===== src/rtl/an_res_pkg.sv =====
// Package: shared types for the link code word resolver.
// Assumes: the ability field holds four bits ordered 10H,10F,100H,100F from the LSB up.
package an_res_pkg;
    localparam int N_ABL = 4;

    typedef enum logic [1:0] {
        PH_FIRST  = 2'd0,   // waiting for the first run
        PH_SECOND = 2'd1,   // partner word stored, waiting for the confirming run
        PH_HALT   = 2'd2    // second run seen, no further runs accepted
    } phase_t;
endpackage


===== src/rtl/an_run_tracker.sv =====
// Module: an_run_tracker
// Counts consecutive identical code words with the acknowledge bit masked.
// It emits a one-cycle registered hit carrying the masked word when RUN_LEN
// words match, then starts counting afresh.
// Assumes: RUN_LEN >= 2 and ACK_BIT < CW_W.
module an_run_tracker #(
    parameter int CW_W    = 16,
    parameter int ACK_BIT = 14,
    parameter int RUN_LEN = 3
) (
    input  logic            clk,
    input  logic            rst_n,
    input  logic            clr,
    input  logic            cw_valid,
    input  logic [CW_W-1:0] cw_data,
    output logic            run_hit,
    output logic [CW_W-1:0] run_word
);
    localparam int CNT_W = $clog2(RUN_LEN + 1);
    localparam logic [CW_W-1:0] ACK_MASK = ~(CW_W'(1) << ACK_BIT);

    logic [CNT_W-1:0] cnt_q;
    logic [CW_W-1:0]  ref_q;
    logic [CW_W-1:0]  masked;
    logic             same;

    // Mask the acknowledge bit and compare with the reference word.
    always_comb begin
        masked = cw_data & ACK_MASK;
        same   = (cnt_q != '0) && (masked == ref_q);
    end

    // Advance, restart or complete the run on each strobed word.
    always_ff @(posedge clk) begin
        if (!rst_n || clr) begin
            cnt_q    <= '0;
            ref_q    <= '0;
            run_hit  <= 1'b0;
            run_word <= '0;
        end else begin
            run_hit <= 1'b0;
            if (cw_valid) begin
                if (same) begin
                    if (cnt_q == CNT_W'(RUN_LEN - 1)) begin
                        cnt_q    <= '0;
                        run_hit  <= 1'b1;
                        run_word <= ref_q;
                    end else begin
                        cnt_q <= cnt_q + CNT_W'(1);
                    end
                end else begin
                    ref_q <= masked;
                    cnt_q <= CNT_W'(1);
                end
            end
        end
    end


    cnt_range_chk: assert property (@(posedge clk) disable iff (!rst_n)
        cnt_q < CNT_W'(RUN_LEN));


    hit_src_chk: assert property (@(posedge clk) disable iff (!rst_n)
        run_hit |-> $past(cw_valid));


    run_ack_chk: assert property (@(posedge clk) disable iff (!rst_n)
        run_hit |-> !run_word[ACK_BIT]);
endmodule


===== src/rtl/an_mode_pick.sv =====
// Module: an_mode_pick
// Picks the highest ability present in both sets. A higher index means a
// higher priority. The upper half of the indices is 100 Mb/s and odd
// indices are full duplex.
// Assumes: N_ABL is even and the field order is 10H,10F,100H,100F.
module an_mode_pick #(
    parameter int N_ABL = 4
) (
    input  logic [N_ABL-1:0] local_abl,
    input  logic [N_ABL-1:0] partner_abl,
    output logic             found,
    output logic             speed_100,
    output logic             full_dup
);
    localparam int SEL_W = (N_ABL > 1) ? $clog2(N_ABL) : 1;

    logic [N_ABL-1:0] common;
    logic [SEL_W-1:0] sel;

    // Scan the common set from low to high so that the highest bit wins.
    always_comb begin
        common = local_abl & partner_abl;
        sel    = '0;
        for (int i = 0; i < N_ABL; i++) begin
            if (common[i]) sel = SEL_W'(i);
        end
        found     = |common;
        speed_100 = found && (sel >= SEL_W'(N_ABL / 2));
        full_dup  = found && sel[0];
    end
endmodule


===== src/rtl/an_pd_select.sv =====
// Module: an_pd_select
// Parallel-detection speed choice from the two raw line indications.
// Idle takes precedence over normal link pulses.
// Assumes: both indications are already synchronous to clk.
module an_pd_select (
    input  logic nlp_seen,
    input  logic idle_seen,
    output logic pd_hit,
    output logic pd_speed_100
);
    // Flag a detection and choose the speed from the line type.
    always_comb begin
        pd_hit       = nlp_seen | idle_seen;
        pd_speed_100 = idle_seen;
    end
endmodule


===== src/rtl/an_word_resolver.sv =====
// Module: an_word_resolver (top)
// Accepts the partner's ability word after two runs of matching code words
// and resolves the best common mode. A parallel-detection fallback fixes
// the speed at half duplex. Restart clears everything.
// Assumes: the ability field sits at ABL_LSB in the code word and the
// acknowledge bit is ACK_BIT.
module an_word_resolver
    import an_res_pkg::*;
#(
    parameter int CW_W    = 16,
    parameter int ACK_BIT = 14,
    parameter int RUN_LEN = 3,
    parameter int ABL_LSB = 5
) (
    input  logic             clk,
    input  logic             rst_n,
    input  logic             renegotiate,
    input  logic             cw_valid,
    input  logic [CW_W-1:0]  cw_data,
    input  logic [N_ABL-1:0] local_abl,
    input  logic             nlp_seen,
    input  logic             idle_seen,
    output logic [CW_W-1:0]  partner_word,
    output logic             speed_100,
    output logic             full_dup,
    output logic             complete
);
    logic            run_hit;
    logic [CW_W-1:0] run_word;
    logic            pick_found, pick_speed, pick_full;
    logic            pd_hit, pd_speed;
    logic            neg_fire;
    phase_t          phase_q;

    an_run_tracker #(.CW_W(CW_W), .ACK_BIT(ACK_BIT), .RUN_LEN(RUN_LEN)) u_track (
        .clk      (clk),
        .rst_n    (rst_n),
        .clr      (renegotiate),
        .cw_valid (cw_valid),
        .cw_data  (cw_data),
        .run_hit  (run_hit),
        .run_word (run_word)
    );

    an_mode_pick #(.N_ABL(N_ABL)) u_pick (
        .local_abl   (local_abl),
        .partner_abl (run_word[ABL_LSB +: N_ABL]),
        .found       (pick_found),
        .speed_100   (pick_speed),
        .full_dup    (pick_full)
    );

    an_pd_select u_pd (
        .nlp_seen     (nlp_seen),
        .idle_seen    (idle_seen),
        .pd_hit       (pd_hit),
        .pd_speed_100 (pd_speed)
    );

    // A code-word resolution that takes effect this cycle.
    always_comb begin
        neg_fire = run_hit && (phase_q == PH_SECOND) && pick_found && !complete;
    end

    // Negotiation phase, stored partner word and resolved mode.
    always_ff @(posedge clk) begin
        if (!rst_n || renegotiate) begin
            phase_q      <= PH_FIRST;
            partner_word <= '0;
            speed_100    <= 1'b0;
            full_dup     <= 1'b0;
            complete     <= 1'b0;
        end else if (!complete) begin
            if (run_hit && phase_q == PH_FIRST) begin
                partner_word <= run_word;
                phase_q      <= PH_SECOND;
            end else if (run_hit && phase_q == PH_SECOND) begin
                partner_word <= run_word;
                phase_q      <= PH_HALT;
            end
            if (neg_fire) begin
                complete  <= 1'b1;
                speed_100 <= pick_speed;
                full_dup  <= pick_full;
            end else if (pd_hit) begin
                complete  <= 1'b1;
                speed_100 <= pd_speed;
                full_dup  <= 1'b0;
            end
        end
    end


    done_hold_chk: assert property (@(posedge clk) disable iff (!rst_n)
        (complete && !renegotiate) |=> (complete && $stable(partner_word)
                                        && $stable(speed_100) && $stable(full_dup)));


    restart_clr_chk: assert property (@(posedge clk) disable iff (!rst_n)
        renegotiate |=> (!complete && partner_word == '0));


    pd_half_chk: assert property (@(posedge clk) disable iff (!rst_n)
        (pd_hit && !complete && !neg_fire && !renegotiate) |=> (complete && !full_dup));


    nofit_chk: assert property (@(posedge clk) disable iff (!rst_n)
        (run_hit && phase_q == PH_SECOND && !pick_found && !pd_hit && !complete
         && !renegotiate) |=> !complete);


    first_run_chk: assert property (@(posedge clk) disable iff (!rst_n)
        (run_hit && phase_q == PH_FIRST && !pd_hit && !complete && !renegotiate)
        |=> (!complete && partner_word[ACK_BIT] == 1'b0));
endmodule


===== config.mk =====
export PLATFORM = sky130hd
export DESIGN_NAME = an_word_resolver
export DESIGN_NICKNAME = d
export VERILOG_FILES = /design/src/rtl/an_res_pkg.sv /design/src/rtl/an_run_tracker.sv /design/src/rtl/an_mode_pick.sv /design/src/rtl/an_pd_select.sv /design/src/rtl/an_word_resolver.sv
export SDC_FILE = /design/constraint.sdc
export NUM_CORES = 1
export LEC_CHECK = 0
export BUFFER_PORTS_ARGS = -buffer_cell sky130_fd_sc_hd__buf_4
export CAP_MARGIN = 20
export CORE_MARGIN = 4
export CORE_UTILIZATION = 50
export DETAILED_ROUTE_END_ITERATION = 10
export PLACE_DENSITY = 0.73
export SYNTH_ARGS = -nofsm -noshare
export SYNTH_HDL_FRONTEND = slang
export SYNTH_HIERARCHICAL = 1
export SYNTH_SLANG_ARGS = --single-unit
export TNS_END_PERCENT = 1

===== constraint.sdc =====
create_clock -name clk -period 4.5 [get_ports clk]
set_input_delay 0.225 -clock clk [delete_from_list [all_inputs] [get_ports clk]]
set_output_delay 0.225 -clock clk [all_outputs]
set_load 0.01 [all_outputs]

==> run_summary.xml, run 1 <==
<?xml version="1.0" encoding="UTF-8"?>
<metrics>
  <group name="clock_tree">
    <metric name="clk_path_buf_depth" unit="">2</metric>
    <metric name="ctsRootBufferMaster" unit="">sky130_fd_sc_hd__clkbuf_8</metric>
    <metric name="cts_setup_buffers" unit="">0</metric>
    <metric name="clock_latency" unit="ns">0.30</metric>
    <metric name="post_cts_hold_buffer_count" unit="">0</metric>
    <metric name="clkSlewWorstSetupHoldPaths" unit="ns">0.09</metric>
    <metric name="htree_levels" unit="">2</metric>
    <metric name="tritoncts_num_sinks" unit="">54</metric>
    <metric name="tritoncts.num_buffers" unit="">5</metric>
    <metric name="cts_tree" unit="">built</metric>
    <metric name="cts.repair.resized" unit="">0</metric>
  </group>
  <group name="drt">
    <metric name="avgRoutedWirePerCell" unit="um">12.62</metric>
    <metric name="route.antenna.remaining_nets" unit="">0</metric>
    <metric name="iteration_0_drc_count_of_the_detailed_router" unit="">117</metric>
    <metric name="post-route-drc-count" unit="">0</metric>
    <metric name="post_drt_via_cell_ratio" unit="">5.039</metric>
    <metric name="detail_route.wirelength" unit="um">4227</metric>
    <metric name="dr_total_vias" unit="">1688</metric>
    <metric name="number_of_optimization_iterations_in_the_first_detailed_route_pass" unit="">4</metric>
  </group>
  <group name="yosys">
    <metric name="mappedNetlistNets" unit="">273</metric>
    <metric name="synth_top_area_share" unit="%">47.55</metric>
    <metric name="netlist.top_cell.by_area" unit="">sky130_fd_sc_hd__dfxtp_1</metric>
    <metric name="postSynthCellCount" unit="">247</metric>
    <metric name="ys_warn_count" unit="">6</metric>
    <metric name="synth.avg_cell_area" unit="sq um">9.204</metric>
    <metric name="yosys.cell_types.count" unit="">36</metric>
    <metric name="netlist_area" unit="sq um">2273</metric>
    <metric name="synth.ff_latch_count" unit="">54</metric>
    <metric name="cells_taking_the_most_area_after_synthesis" unit="">sky130_fd_sc_hd__dfxtp_1, sky130_fd_sc_hd__mux2i_1, sky130_fd_sc_hd__nand2_1</metric>
    <metric name="yosysSeqAreaShare" unit="%">47.55</metric>
  </group>
  <group name="placed_design">
    <metric name="instance_area_after_placement" unit="sq um">2585</metric>
    <metric name="dp_hpwl" unit="um">3118</metric>
    <metric name="port_buffers" unit="">43</metric>
    <metric name="finalWeightedCongestion" unit="">0.7806</metric>
  </group>
  <group name="worst_setup_path">
    <metric name="critical_path.startpoint" unit="">u_track/ref_q[6]</metric>
    <metric name="rr_endpoint" unit="">u_track/ref_q[12]</metric>
    <metric name="crit_family" unit="">simple AND/OR/NAND/NOR gates</metric>
    <metric name="worstPathBufferInverterCount" unit="">0</metric>
    <metric name="timing.critical_path.slowest_cell_delay" unit="ns">0.78</metric>
    <metric name="number_of_gates_on_the_worst_path_with_buffers_counted" unit="">5</metric>
    <metric name="crit_chain" unit="">xnor2_1 -&gt; o2111ai_1 -&gt; nor4_4 -&gt; nand2b_1 -&gt; mux2i_1</metric>
    <metric name="timing_worst_setup_path_type" unit="">reg2reg</metric>
    <metric name="worst-path-max-fanout" unit="">15</metric>
    <metric name="crit_arrival" unit="ns">2.51</metric>
    <metric name="crit_path_top_delay_cell" unit="">sky130_fd_sc_hd__nand2b_1</metric>
    <metric name="timing.critical_path.to" unit="">u_track/ref_q[12]</metric>
    <metric name="critical_path.endpoint_type" unit="">flip-flop</metric>
    <metric name="timing.reg2reg.worst_path_depth" unit="">5</metric>
    <metric name="rr_startpoint" unit="">u_track/ref_q[6]</metric>
    <metric name="startpoint_type" unit="">flip-flop</metric>
    <metric name="worst_ep_required_time" unit="ns">4.73</metric>
    <metric name="r2r_slack" unit="ns">2.21</metric>
  </group>
  <group name="floorplan">
    <metric name="ioPinCount" unit="">45</metric>
    <metric name="die_area" unit="sq um">5690</metric>
    <metric name="core_area" unit="sq um">4384</metric>
    <metric name="core.rowCount" unit="">24</metric>
    <metric name="chipWidth" unit="um">75.43</metric>
    <metric name="fp.dieH" unit="um">75.43</metric>
    <metric name="start_util" unit="%">51.86</metric>
  </group>
  <group name="pwr">
    <metric name="cellPowerDensity" unit="nW/um^2">300.5</metric>
    <metric name="power.total" unit="mW">0.8006</metric>
    <metric name="peakVddDrop" unit="uV">190.1</metric>
    <metric name="leakage_power_of_the_design" unit="nW">1.120</metric>
  </group>
  <group name="outcome">
    <metric name="outcome" unit="">finished clean</metric>
  </group>
  <group name="grt">
    <metric name="grt_max_degree" unit="">47</metric>
    <metric name="grt_pass1_wl" unit="um">6865</metric>
    <metric name="grt_usage" unit="%">15.81</metric>
    <metric name="grt_antenna_before_repair" unit="">0</metric>
    <metric name="vias_in_the_first_global_route" unit="">1510</metric>
    <metric name="grt_overflow_total" unit="">0</metric>
  </group>
  <group name="timing">
    <metric name="timing.final.setup_violations" unit="">0</metric>
    <metric name="worst_pin_slew" unit="ns">0.9247</metric>
    <metric name="slew_violations" unit="">0</metric>
    <metric name="min_period" unit="ns">2.287</metric>
    <metric name="achievable-frequency" unit="MHz">437.2</metric>
    <metric name="worst_clock_skew" unit="ns">0.01075</metric>
    <metric name="hold_slack" unit="ns">0.1658</metric>
    <metric name="final.period_utilization" unit="%">50.82</metric>
    <metric name="rsz0062_at_grt" unit="">false</metric>
    <metric name="slew_headroom" unit="%">38.35</metric>
    <metric name="final_hold_viol_count" unit="">0</metric>
    <metric name="fin_setup_tns" unit="ns">0</metric>
  </group>
  <group name="final_layout">
    <metric name="diodes" unit="">0</metric>
    <metric name="layout-area-overhead-vs-synth" unit="%">17.17</metric>
    <metric name="layout_common_cells" unit="">sky130_fd_sc_hd__nand2_1, sky130_fd_sc_hd__dfxtp_1, sky130_fd_sc_hd__buf_4, sky130_fd_sc_hd__mux2i_1, sky130_fd_sc_hd__a21oi_1</metric>
    <metric name="postLayoutCellArea" unit="sq um">2664</metric>
    <metric name="drive_above_1_share" unit="%">20.49</metric>
    <metric name="layout.cells.most_common" unit="">sky130_fd_sc_hd__nand2_1</metric>
    <metric name="num-nets-final" unit="">309</metric>
  </group>
  <group name="worst_hold_path">
    <metric name="holdCritPathClass" unit="">in2reg</metric>
  </group>
  <group name="job">
    <metric name="cap_viol_max_count" unit="">0</metric>
  </group>
</metrics>
[where the power goes]
part	internal, mW	leakage (nW)	switching, mW	total (mW)
logic	0.0318	0.640	0.0298	0.0616
clock network	0.105	0.0438	0.146	0.251
registers	0.483	0.437	0.00449	0.488
total	0.620	1.12	0.181	0.801
[worst reg2reg max path: cells and delay by family, from the launching register on]
kind / cells / cell delay [ns]
AOI/OAI and AO/OA: 1 / 0.20
xor gates and xnor gates: 1 / 0.17
DFF: 1 / 0.33
muxes: 1 / 0.27
and+or+nand+nor: 2 / 1.25
[synthesized netlist by cell type (all sizes together)]
library cell	n
conb	1
a22o	1
nor4	1
o21ai	1
nor2b	1
or2	1
nor4b	1
or3b	1
mux2i	30
a21oi	20
nor2	4
a221o	1
and4b	1
xnor2	16
mux2	1
clkbuf	7
nor3b	1
o2111ai	1
nand4b	2
inv	1
dfxtp	54
o21a	1
and3	1
a32o	1
a22oi	1
o21bai	1
nand2b	4
nand4	3
nor3	1
nand2	79
buf	8
[metal layers]
layer  wire, um  vias up  global-route usage [%]
met2       1855       34                   24.35
li1           -      901                       -
met4         55        0                   4.660
met5          0        -                       0
met3        221        4                   4.354
met1       2095      749                   21.72
[worst min path at each step]
stage,slack (ns),to,cells after the start,from
global route,0.16,u_track/ref_q[15],3,cw_data[15]
floorplan,0.32,u_track/cnt_q[0],1,cw_valid
finish,0.17,u_track/cnt_q[0],2,cw_valid
detailed placement,0.45,partner_word[2],2,u_track/run_word[2]
CTS,0.16,u_track/cnt_q[0],2,cw_valid
global placement,0.44,partner_word[10],2,partner_word[10]
[layout make-up]
class	count	area (sq um)
well taps	52	65.06
clock inverters	2	10.01
inverters	1	3.754
multi-input cells	177	1105
repair buffers	44	330.3
fillers	405	1720
clock buffers	5	68.82
flip-flops and latches	54	1081
[flip-flops by register name (all words and copies together) (netlist names)]
register          flops
complete              1
full_dup              1
partner_word         16
phase_q               2
speed_100             1
u_track/cnt_q         2
u_track/ref_q        15
u_track/run_hit       1
u_track/run_word     15
[kinds of logic after synthesis]
kind of cell,synth area share [%]
and+or+nand+nor,21.13
DFF,47.55
muxes,13.70
AOI/OAI and AO/OA,7.320
xor gates and xnor gates,6.164
buffers and inverters,3.962
other,0.1649
[through the flow]
| step | setup WS [ns] | utilization (%) | cells |
|---|---|---|---|
| global route | 2.011 | 60.76 | 335 |
| detailed placement | 2.178 | 58.96 | 328 |
| finish | 2.213 | 60.76 | 335 |
| global placement | 2.205 | 58.96 | 328 |
| CTS | 2.164 | 60.76 | 335 |
| floorplan | 2.784 | - | 247 |
Power figures use the tool's default switching activity.
==> run 2, diff against run 1 <==
Settings changed: ABC_AREA set to 1, PLACE_DENSITY 0.73 to 0.72.
Clock period 4.5 ns to 2.36 ns, I/O delays scaled along.
==> run 2 against run 1 <==
Effect of this change:
- total power is 110% higher
- register-to-register slack worse by 1.5 ns
- design area is 20% higher
- hold slack worse by 0.086 ns
- worst setup slack worse by 1.5 ns
- non-clock buffer count is 3 higher
- synthesized area is 21% higher
- first-iteration DRC count is 18% lower
- utilization is 0.44 points higher
- maximum frequency is 41% higher
- wire length is 22% higher
- critical path type unchanged
- highest routed layer unchanged
==> run_summary.xml, run 2 <==
<?xml version="1.0" encoding="UTF-8"?>
<metrics>
  <group name="grt">
    <metric name="grt_pass1_wl" unit="um">9004</metric>
    <metric name="grt_max_degree" unit="">34</metric>
    <metric name="vias_in_the_first_global_route" unit="">2155</metric>
    <metric name="groute.layer.met1.usage" unit="%">20.76</metric>
    <metric name="grt_usage" unit="%">16.72</metric>
    <metric name="use_met2" unit="%">29.73</metric>
    <metric name="grt_antenna_before_repair" unit="">0</metric>
    <metric name="grt.busiest_layer" unit="">met2</metric>
    <metric name="groute.layer.met3.usage" unit="%">2.711</metric>
    <metric name="grt_overflow_total" unit="">0</metric>
  </group>
  <group name="yosys">
    <metric name="cells_taking_the_most_area_after_synthesis" unit="">sky130_fd_sc_hd__dfxtp_1, sky130_fd_sc_hd__nand2_1, sky130_fd_sc_hd__inv_1</metric>
    <metric name="synth.ff_latch_count" unit="">54</metric>
    <metric name="netlist.top_cell.by_area" unit="">sky130_fd_sc_hd__dfxtp_1</metric>
    <metric name="async_flop_share" unit="%">0</metric>
    <metric name="ys_warn_count" unit="">6</metric>
    <metric name="ys.flop_type" unit="">sky130_fd_sc_hd__dfxtp_1</metric>
    <metric name="synth_top_area_share" unit="%">39.29</metric>
    <metric name="netlist_area" unit="sq um">2751</metric>
    <metric name="synth_most_common_cell" unit="">sky130_fd_sc_hd__nand2_1</metric>
    <metric name="mappedNetlistNets" unit="">449</metric>
    <metric name="synth.avg_cell_area" unit="sq um">6.504</metric>
    <metric name="synth_enable_flop_cells" unit="">0</metric>
    <metric name="yosys.cell_types.count" unit="">25</metric>
    <metric name="postSynthCellCount" unit="">423</metric>
    <metric name="leading_post_synthesis_cells_by_instance_count" unit="">sky130_fd_sc_hd__nand2_1, sky130_fd_sc_hd__inv_1, sky130_fd_sc_hd__dfxtp_1, sky130_fd_sc_hd__nor2_1, sky130_fd_sc_hd__a21oi_1</metric>
    <metric name="yosysSeqAreaShare" unit="%">39.29</metric>
  </group>
  <group name="clock_tree">
    <metric name="cts_setup_buffers" unit="">0</metric>
    <metric name="cts_tree" unit="">built</metric>
    <metric name="post_cts_hold_buffer_count" unit="">0</metric>
    <metric name="clock_latency" unit="ns">0.30</metric>
    <metric name="clk_path_buf_depth" unit="">2</metric>
    <metric name="htree_levels" unit="">2</metric>
    <metric name="tritoncts.num_buffers" unit="">5</metric>
    <metric name="ctsRootBufferMaster" unit="">sky130_fd_sc_hd__clkbuf_8</metric>
    <metric name="clkSlewWorstSetupHoldPaths" unit="ns">0.10</metric>
    <metric name="tritoncts_num_sinks" unit="">54</metric>
    <metric name="cts.repair.resized" unit="">0</metric>
  </group>
  <group name="floorplan">
    <metric name="die_area" unit="sq um">6754</metric>
    <metric name="core_area" unit="sq um">5205</metric>
    <metric name="start_util" unit="%">52.86</metric>
    <metric name="chipWidth" unit="um">82.18</metric>
    <metric name="core.rowCount" unit="">26</metric>
    <metric name="fp.dieH" unit="um">82.18</metric>
    <metric name="ioPinCount" unit="">45</metric>
  </group>
  <group name="timing">
    <metric name="achievable-frequency" unit="MHz">618.5</metric>
    <metric name="rsz0062_at_grt" unit="">false</metric>
    <metric name="worst_clock_skew" unit="ns">0.006776</metric>
    <metric name="final.period_utilization" unit="%">68.51</metric>
    <metric name="slew_violations" unit="">0</metric>
    <metric name="slew_headroom" unit="%">64.50</metric>
    <metric name="timing.final.setup_violations" unit="">0</metric>
    <metric name="hold_slack" unit="ns">0.07955</metric>
    <metric name="final_hold_viol_count" unit="">0</metric>
    <metric name="worst_pin_slew" unit="ns">0.5307</metric>
    <metric name="min_period" unit="ns">1.617</metric>
    <metric name="fin_setup_tns" unit="ns">0</metric>
  </group>
  <group name="worst_setup_path">
    <metric name="r2r_slack" unit="ns">0.74</metric>
    <metric name="crit_arrival" unit="ns">1.81</metric>
    <metric name="timing.reg2reg.worst_path_depth" unit="">9</metric>
    <metric name="rr_startpoint" unit="">u_track/ref_q[8]</metric>
    <metric name="crit_path_frequent_cell" unit="">sky130_fd_sc_hd__nand2_1</metric>
    <metric name="crit_family" unit="">simple AND/OR/NAND/NOR gates</metric>
    <metric name="crit_path_top_delay_cell" unit="">sky130_fd_sc_hd__dfxtp_1</metric>
    <metric name="crit_chain" unit="">inv_1 -&gt; nand2_1 -&gt; nand2_1 -&gt; nor2_1 -&gt; nand2_1 -&gt; nor2_4 -&gt; nand2_2 -&gt; a21oi_1 -&gt; nor2_1</metric>
    <metric name="rr_endpoint" unit="">u_track/ref_q[3]</metric>
    <metric name="startpoint_type" unit="">flip-flop</metric>
    <metric name="worst-path-max-fanout" unit="">31</metric>
    <metric name="timing.critical_path.slowest_cell_delay" unit="ns">0.36</metric>
    <metric name="critical_path.endpoint_type" unit="">flip-flop</metric>
    <metric name="timing_worst_setup_path_type" unit="">reg2reg</metric>
    <metric name="worst_ep_required_time" unit="ns">2.56</metric>
    <metric name="worstPathBufferInverterCount" unit="">1</metric>
  </group>
  <group name="drt">
    <metric name="post_drt_via_cell_ratio" unit="">4.626</metric>
    <metric name="dr_total_vias" unit="">2447</metric>
    <metric name="number_of_optimization_iterations_in_the_first_detailed_route_pass" unit="">4</metric>
    <metric name="route.antenna.remaining_nets" unit="">0</metric>
    <metric name="avgRoutedWirePerCell" unit="um">9.769</metric>
    <metric name="detail_route.wirelength" unit="um">5168</metric>
    <metric name="post-route-drc-count" unit="">0</metric>
    <metric name="iteration_0_drc_count_of_the_detailed_router" unit="">96</metric>
  </group>
  <group name="pwr">
    <metric name="peakVddDrop" unit="uV">332.3</metric>
    <metric name="leakage_power_of_the_design" unit="nW">1.464</metric>
    <metric name="cellPowerDensity" unit="nW/um^2">533.9</metric>
  </group>
  <group name="final_layout">
    <metric name="largest_register" unit="">partner_word</metric>
    <metric name="largest_register_ffs" unit="">16</metric>
    <metric name="layout-area-overhead-vs-synth" unit="%">15.78</metric>
    <metric name="drive_above_1_share" unit="%">19.39</metric>
    <metric name="layout_common_cells" unit="">sky130_fd_sc_hd__nand2_1, sky130_fd_sc_hd__inv_1, sky130_fd_sc_hd__dfxtp_1, sky130_fd_sc_hd__buf_4, sky130_fd_sc_hd__nor2_1</metric>
    <metric name="num-nets-final" unit="">484</metric>
    <metric name="layout.cells.most_common" unit="">sky130_fd_sc_hd__nand2_1</metric>
    <metric name="diodes" unit="">0</metric>
    <metric name="reg.largest.list" unit="">partner_word (16), u_track/ref_q (15), u_track/run_word (15)</metric>
  </group>
  <group name="outcome">
    <metric name="outcome" unit="">finished clean</metric>
  </group>
  <group name="placed_design">
    <metric name="finalWeightedCongestion" unit="">0.7715</metric>
    <metric name="port_buffers" unit="">43</metric>
    <metric name="dp_hpwl" unit="um">3767</metric>
  </group>
  <group name="worst_hold_path">
    <metric name="holdCritPathClass" unit="">in2reg</metric>
    <metric name="min_from" unit="">renegotiate</metric>
    <metric name="worst_hold_path_endpoint" unit="">speed_100</metric>
    <metric name="holdPathStages" unit="">4</metric>
  </group>
  <group name="job">
    <metric name="cap_viol_max_count" unit="">0</metric>
  </group>
</metrics>
[run 2: cell types whose count changed after synthesis, moves of 5 or more]
cell                      before  now
sky130_fd_sc_hd__nand2_1      79  135
sky130_fd_sc_hd__inv_1         1   71
sky130_fd_sc_hd__xnor2_1      16    0
sky130_fd_sc_hd__nor2_1        4   44
sky130_fd_sc_hd__buf_2         2    7
sky130_fd_sc_hd__a21oi_2       0    9
sky130_fd_sc_hd__nand2_2       0   12
sky130_fd_sc_hd__inv_2         0    6
sky130_fd_sc_hd__nand4_1       3   15
sky130_fd_sc_hd__nand3_1       0   18
sky130_fd_sc_hd__mux2i_1      30    0
sky130_fd_sc_hd__a21oi_1      20   27
[run 2: area by class of cell]
class / instances / area, sq um
sequential: 54 / 1081
timing repair buffer: 47 / 352.8
clock inverter: 2 / 37.54
clock buffer: 6 / 72.57
fill: 515 / 2019
inverter: 78 / 300.3
multi-input combinational: 272 / 1254
tap: 70 / 87.58
[run 2: where the power goes]
group	switching, mW	total (mW)	internal (mW)	leakage (nW)
Clock	0.295	0.612	0.317	0.0514
Combinational	0.0883	0.155	0.0667	0.975
Sequential	0.00980	0.934	0.924	0.437
[run 2: layer usage]
metal,up-vias,share of wire [%]
met3,7,4.4
met5,-,0
met4,0,1.0
met2,40,45
met1,1065,49
li1,1335,-
[run 2: per-stage QoR]
stage	setup slack, ns	total power, mW	cells	util, %	instance area (sq um)
finish	0.7432	1.701	529	61.20	3186
global route	0.5174	1.782	529	61.20	3186
CTS	0.7332	1.721	529	61.20	3186
detailed placement	0.7395	1.110	521	59.09	3075
global placement	0.7903	1.107	521	59.09	3075
floorplan	0.9845	1.056	423	-	2751
[run 2: worst reg2reg max path: cells and delay by family (launching register included)]
family / cells / cell delay (ns)
compound gates: 1 / 0.25
buf+inv: 1 / 0.07
flops: 1 / 0.36
simple gates: 7 / 0.84
[run 2: worst max-delay path by stage]
stage                     startpoint                 to  slack [ns]  cells past startpoint
floorplan           u_track/ref_q[6]  u_track/ref_q[10]        0.98                     10
global placement    u_track/ref_q[8]   u_track/ref_q[8]        0.79                      9
detailed placement  u_track/ref_q[8]   u_track/ref_q[3]        0.74                      9
CTS                 u_track/ref_q[8]  u_track/ref_q[10]        0.73                      9
global route        u_track/ref_q[8]   u_track/ref_q[2]        0.52                     10
finish              u_track/ref_q[8]   u_track/ref_q[3]        0.74                      9
[run 2: kinds of logic (layout without fill, tap and decap cells)]
family,after synthesis,count (layout),synth area share [%]
and+or+nand+nor,232,232,37.11
buffers and inverters,97,133,15.14
DFF,54,54,39.29
AOI/OAI and AO/OA,39,39,8.322
other,1,1,0.1363
==> run 3, diff against run 2 <==
Settings changed: ABC_AREA 1 to 0, PLACE_DENSITY 0.72 to 0.73.
Clock period 2.36 ns to 1.7 ns, I/O delays scaled along.
==> run 3 against run 2 <==
Effect of this change:
- sequential cell count unchanged
- non-clock buffer count increased by 6
- via count fell by 30%
- sequential share of layout area increased by 4.2 points
- critical endpoint is now u_track/run_word[13]
- largest power group unchanged
==> run_summary.xml, run 3 (synthesized netlist as in run 1, its figures left out) <==
<?xml version="1.0" encoding="UTF-8"?>
<metrics>
  <group name="drt">
    <metric name="detail_route.wirelength" unit="um">4340</metric>
    <metric name="route.antenna.remaining_nets" unit="">0</metric>
    <metric name="post-route-drc-count" unit="">0</metric>
    <metric name="number_of_optimization_iterations_in_the_first_detailed_route_pass" unit="">4</metric>
    <metric name="iteration_0_drc_count_of_the_detailed_router" unit="">121</metric>
    <metric name="avgRoutedWirePerCell" unit="um">12.58</metric>
    <metric name="post_drt_via_cell_ratio" unit="">4.939</metric>
    <metric name="dr_total_vias" unit="">1704</metric>
  </group>
  <group name="floorplan">
    <metric name="die_area" unit="sq um">5690</metric>
    <metric name="chipWidth" unit="um">75.43</metric>
    <metric name="core.rowCount" unit="">24</metric>
    <metric name="core_area" unit="sq um">4384</metric>
    <metric name="fp.dieH" unit="um">75.43</metric>
    <metric name="ioPinCount" unit="">45</metric>
    <metric name="start_util" unit="%">51.86</metric>
  </group>
  <group name="outcome">
    <metric name="outcome" unit="">finished clean</metric>
  </group>
  <group name="worst_setup_path">
    <metric name="crit_family" unit="">simple AND/OR/NAND/NOR gates</metric>
    <metric name="timing_worst_setup_path_type" unit="">reg2reg</metric>
    <metric name="crit_path_top_delay_cell" unit="">sky130_fd_sc_hd__nor4_4</metric>
    <metric name="worstPathBufferInverterCount" unit="">2</metric>
    <metric name="critical_path.endpoint_type" unit="">flip-flop</metric>
    <metric name="worst_ep_required_time" unit="ns">1.90</metric>
    <metric name="worst-path-max-fanout" unit="">15</metric>
    <metric name="crit_chain" unit="">xnor2_1 -&gt; nand4_1 -&gt; nor4_4 -&gt; buf_4 -&gt; nand4b_4 -&gt; buf_12 -&gt; mux2i_1</metric>
    <metric name="timing.critical_path.slowest_cell_delay" unit="ns">0.35</metric>
    <metric name="crit_arrival" unit="ns">1.87</metric>
    <metric name="startpoint_type" unit="">flip-flop</metric>
  </group>
  <group name="final_layout">
    <metric name="layout.cells.most_common" unit="">sky130_fd_sc_hd__nand2_1</metric>
    <metric name="layout.filler_cells" unit="">384</metric>
    <metric name="diodes" unit="">0</metric>
    <metric name="layout_common_cells" unit="">sky130_fd_sc_hd__nand2_1, sky130_fd_sc_hd__buf_4, sky130_fd_sc_hd__dfxtp_1, sky130_fd_sc_hd__mux2i_1, sky130_fd_sc_hd__a21oi_1</metric>
    <metric name="largest_register_ffs" unit="">16</metric>
    <metric name="reg.largest.list" unit="">partner_word (16), u_track/ref_q (15), u_track/run_word (15)</metric>
    <metric name="drive_above_1_share" unit="%">26.28</metric>
    <metric name="fin_util" unit="%">65.04</metric>
    <metric name="final-instance-count-excl-fill" unit="">345</metric>
    <metric name="largest_register" unit="">partner_word</metric>
    <metric name="layout-area-overhead-vs-synth" unit="%">25.43</metric>
    <metric name="num-nets-final" unit="">318</metric>
  </group>
  <group name="timing">
    <metric name="min_period" unit="ns">1.676</metric>
    <metric name="achievable-frequency" unit="MHz">596.7</metric>
    <metric name="final.period_utilization" unit="%">98.58</metric>
    <metric name="timing.final.setup_violations" unit="">0</metric>
    <metric name="post-route-worst-setup-slack" unit="ns">0.02418</metric>
    <metric name="worst_clock_skew" unit="ns">0.005325</metric>
    <metric name="final_hold_viol_count" unit="">0</metric>
    <metric name="slew_violations" unit="">0</metric>
    <metric name="rsz0062_at_grt" unit="">true</metric>
  </group>
  <group name="clock_tree">
    <metric name="post_cts_hold_buffer_count" unit="">0</metric>
    <metric name="clock_latency" unit="ns">0.30</metric>
    <metric name="clkSlewWorstSetupHoldPaths" unit="ns">0.09</metric>
    <metric name="ctsRootBufferMaster" unit="">sky130_fd_sc_hd__clkbuf_8</metric>
    <metric name="cts_tree" unit="">built</metric>
    <metric name="clk_path_buf_depth" unit="">2</metric>
    <metric name="tritoncts_num_sinks" unit="">54</metric>
    <metric name="htree_levels" unit="">2</metric>
    <metric name="tritoncts.num_buffers" unit="">5</metric>
  </group>
  <group name="grt">
    <metric name="grt_antenna_before_repair" unit="">0</metric>
    <metric name="grt_pass1_wl" unit="um">7044</metric>
    <metric name="vias_in_the_first_global_route" unit="">1547</metric>
    <metric name="grt_usage" unit="%">16.14</metric>
    <metric name="grt_overflow_total" unit="">0</metric>
    <metric name="grt_max_degree" unit="">47</metric>
  </group>
  <group name="placed_design">
    <metric name="finalWeightedCongestion" unit="">0.7093</metric>
    <metric name="placed_instances" unit="">336</metric>
    <metric name="pre_cts_ws" unit="ns">-0.05004</metric>
    <metric name="port_buffers" unit="">43</metric>
    <metric name="dp_hpwl" unit="um">3036</metric>
  </group>
  <group name="pwr">
    <metric name="leakage_power_of_the_design" unit="nW">1.213</metric>
    <metric name="cellPowerDensity" unit="nW/um^2">878.1</metric>
    <metric name="peakVddDrop" unit="uV">571.2</metric>
  </group>
  <group name="job">
    <metric name="cap_viol_max_count" unit="">0</metric>
  </group>
  <group name="worst_hold_path">
    <metric name="holdCritPathClass" unit="">in2reg</metric>
  </group>
</metrics>
run 3: cell types whose count changed in the layout (fill, tap and decap cells not counted), moves of 12 or more:
cell / delta
sky130_fd_sc_hd__nor2_1: -40
sky130_fd_sc_hd__nand2_2: -12
sky130_fd_sc_hd__nand2_1: -56
sky130_fd_sc_hd__mux2i_1: +30
sky130_fd_sc_hd__inv_1: -70
sky130_fd_sc_hd__xnor2_1: +15
sky130_fd_sc_hd__nand3_1: -18
sky130_fd_sc_hd__nand4_1: -12
run 3: layout make-up:
cell class / count / area [sq um] / area share [%]
inverters: 1 / 3.754 / 0.1316
multi-input cells: 177 / 1130 / 39.62
well taps: 52 / 65.06 / 2.282
flip-flops and latches: 54 / 1087 / 38.13
clock buffers: 6 / 82.58 / 2.896
clock inverters: 2 / 60.06 / 2.106
repair buffers: 53 / 422.9 / 14.83
run 3: power by group:
part	leakage [nW]	switching (mW)	internal, mW
Sequential	0.439	0.0124	1.28
Combinational	0.702	0.0831	0.0912
Clock	0.0714	0.409	0.628
run 3: tightest hold or removal path, delay by kind of cell:
family | cells | cell delay, ns
AND/OR/NAND/NOR | 1 | 0.05
buffers and inverters | 1 | 0.12
multiplexers | 1 | 0.05
run 3: through the flow:
stage	hold slack [ns]	power, mW	instance area [sq um]	TNS (ns)
finish	0.02882	2.504	2851	0
global route	0.02552	2.574	2851	-0.7422
CTS	0.02142	2.529	2836	0
detailed placement	0.3384	1.492	2670	-0.2153
global placement	0.3351	1.490	2670	0
floorplan	0.1754	1.416	2273	0
run 3: layer usage:
| layer | routed length, um | track usage (%) | up-vias |
|---|---|---|---|
| li1 | - | - | 912 |
| met1 | 2119 | 22.54 | 756 |
| met2 | 1971 | 24.83 | 34 |
| met3 | 225 | 4.354 | 2 |
| met4 | 24 | 4.078 | 0 |
| met5 | 0 | 0 | - |
run 3: final timing paths:
path / startpoint / end / slack (ns) / depth (start not counted)
worst max-delay path: u_track/ref_q[13] / u_track/run_word[13] / 0.02 / 7
worst min-delay path: cw_data[13] / u_track/ref_q[13] / 0.03 / 3
worst max register to register: u_track/ref_q[13] / u_track/run_word[13] / 0.02 / 7
worst min register to register: u_track/run_word[2] / partner_word[2] / 0.45 / 2
run 3: repair_timing:
item,in CTS,in global routing
pin swaps,4,4
buffers inserted,1,0
endpoints found under the hold margin,0,0
endpoints found under the setup margin,15,32
resized for setup,3,6
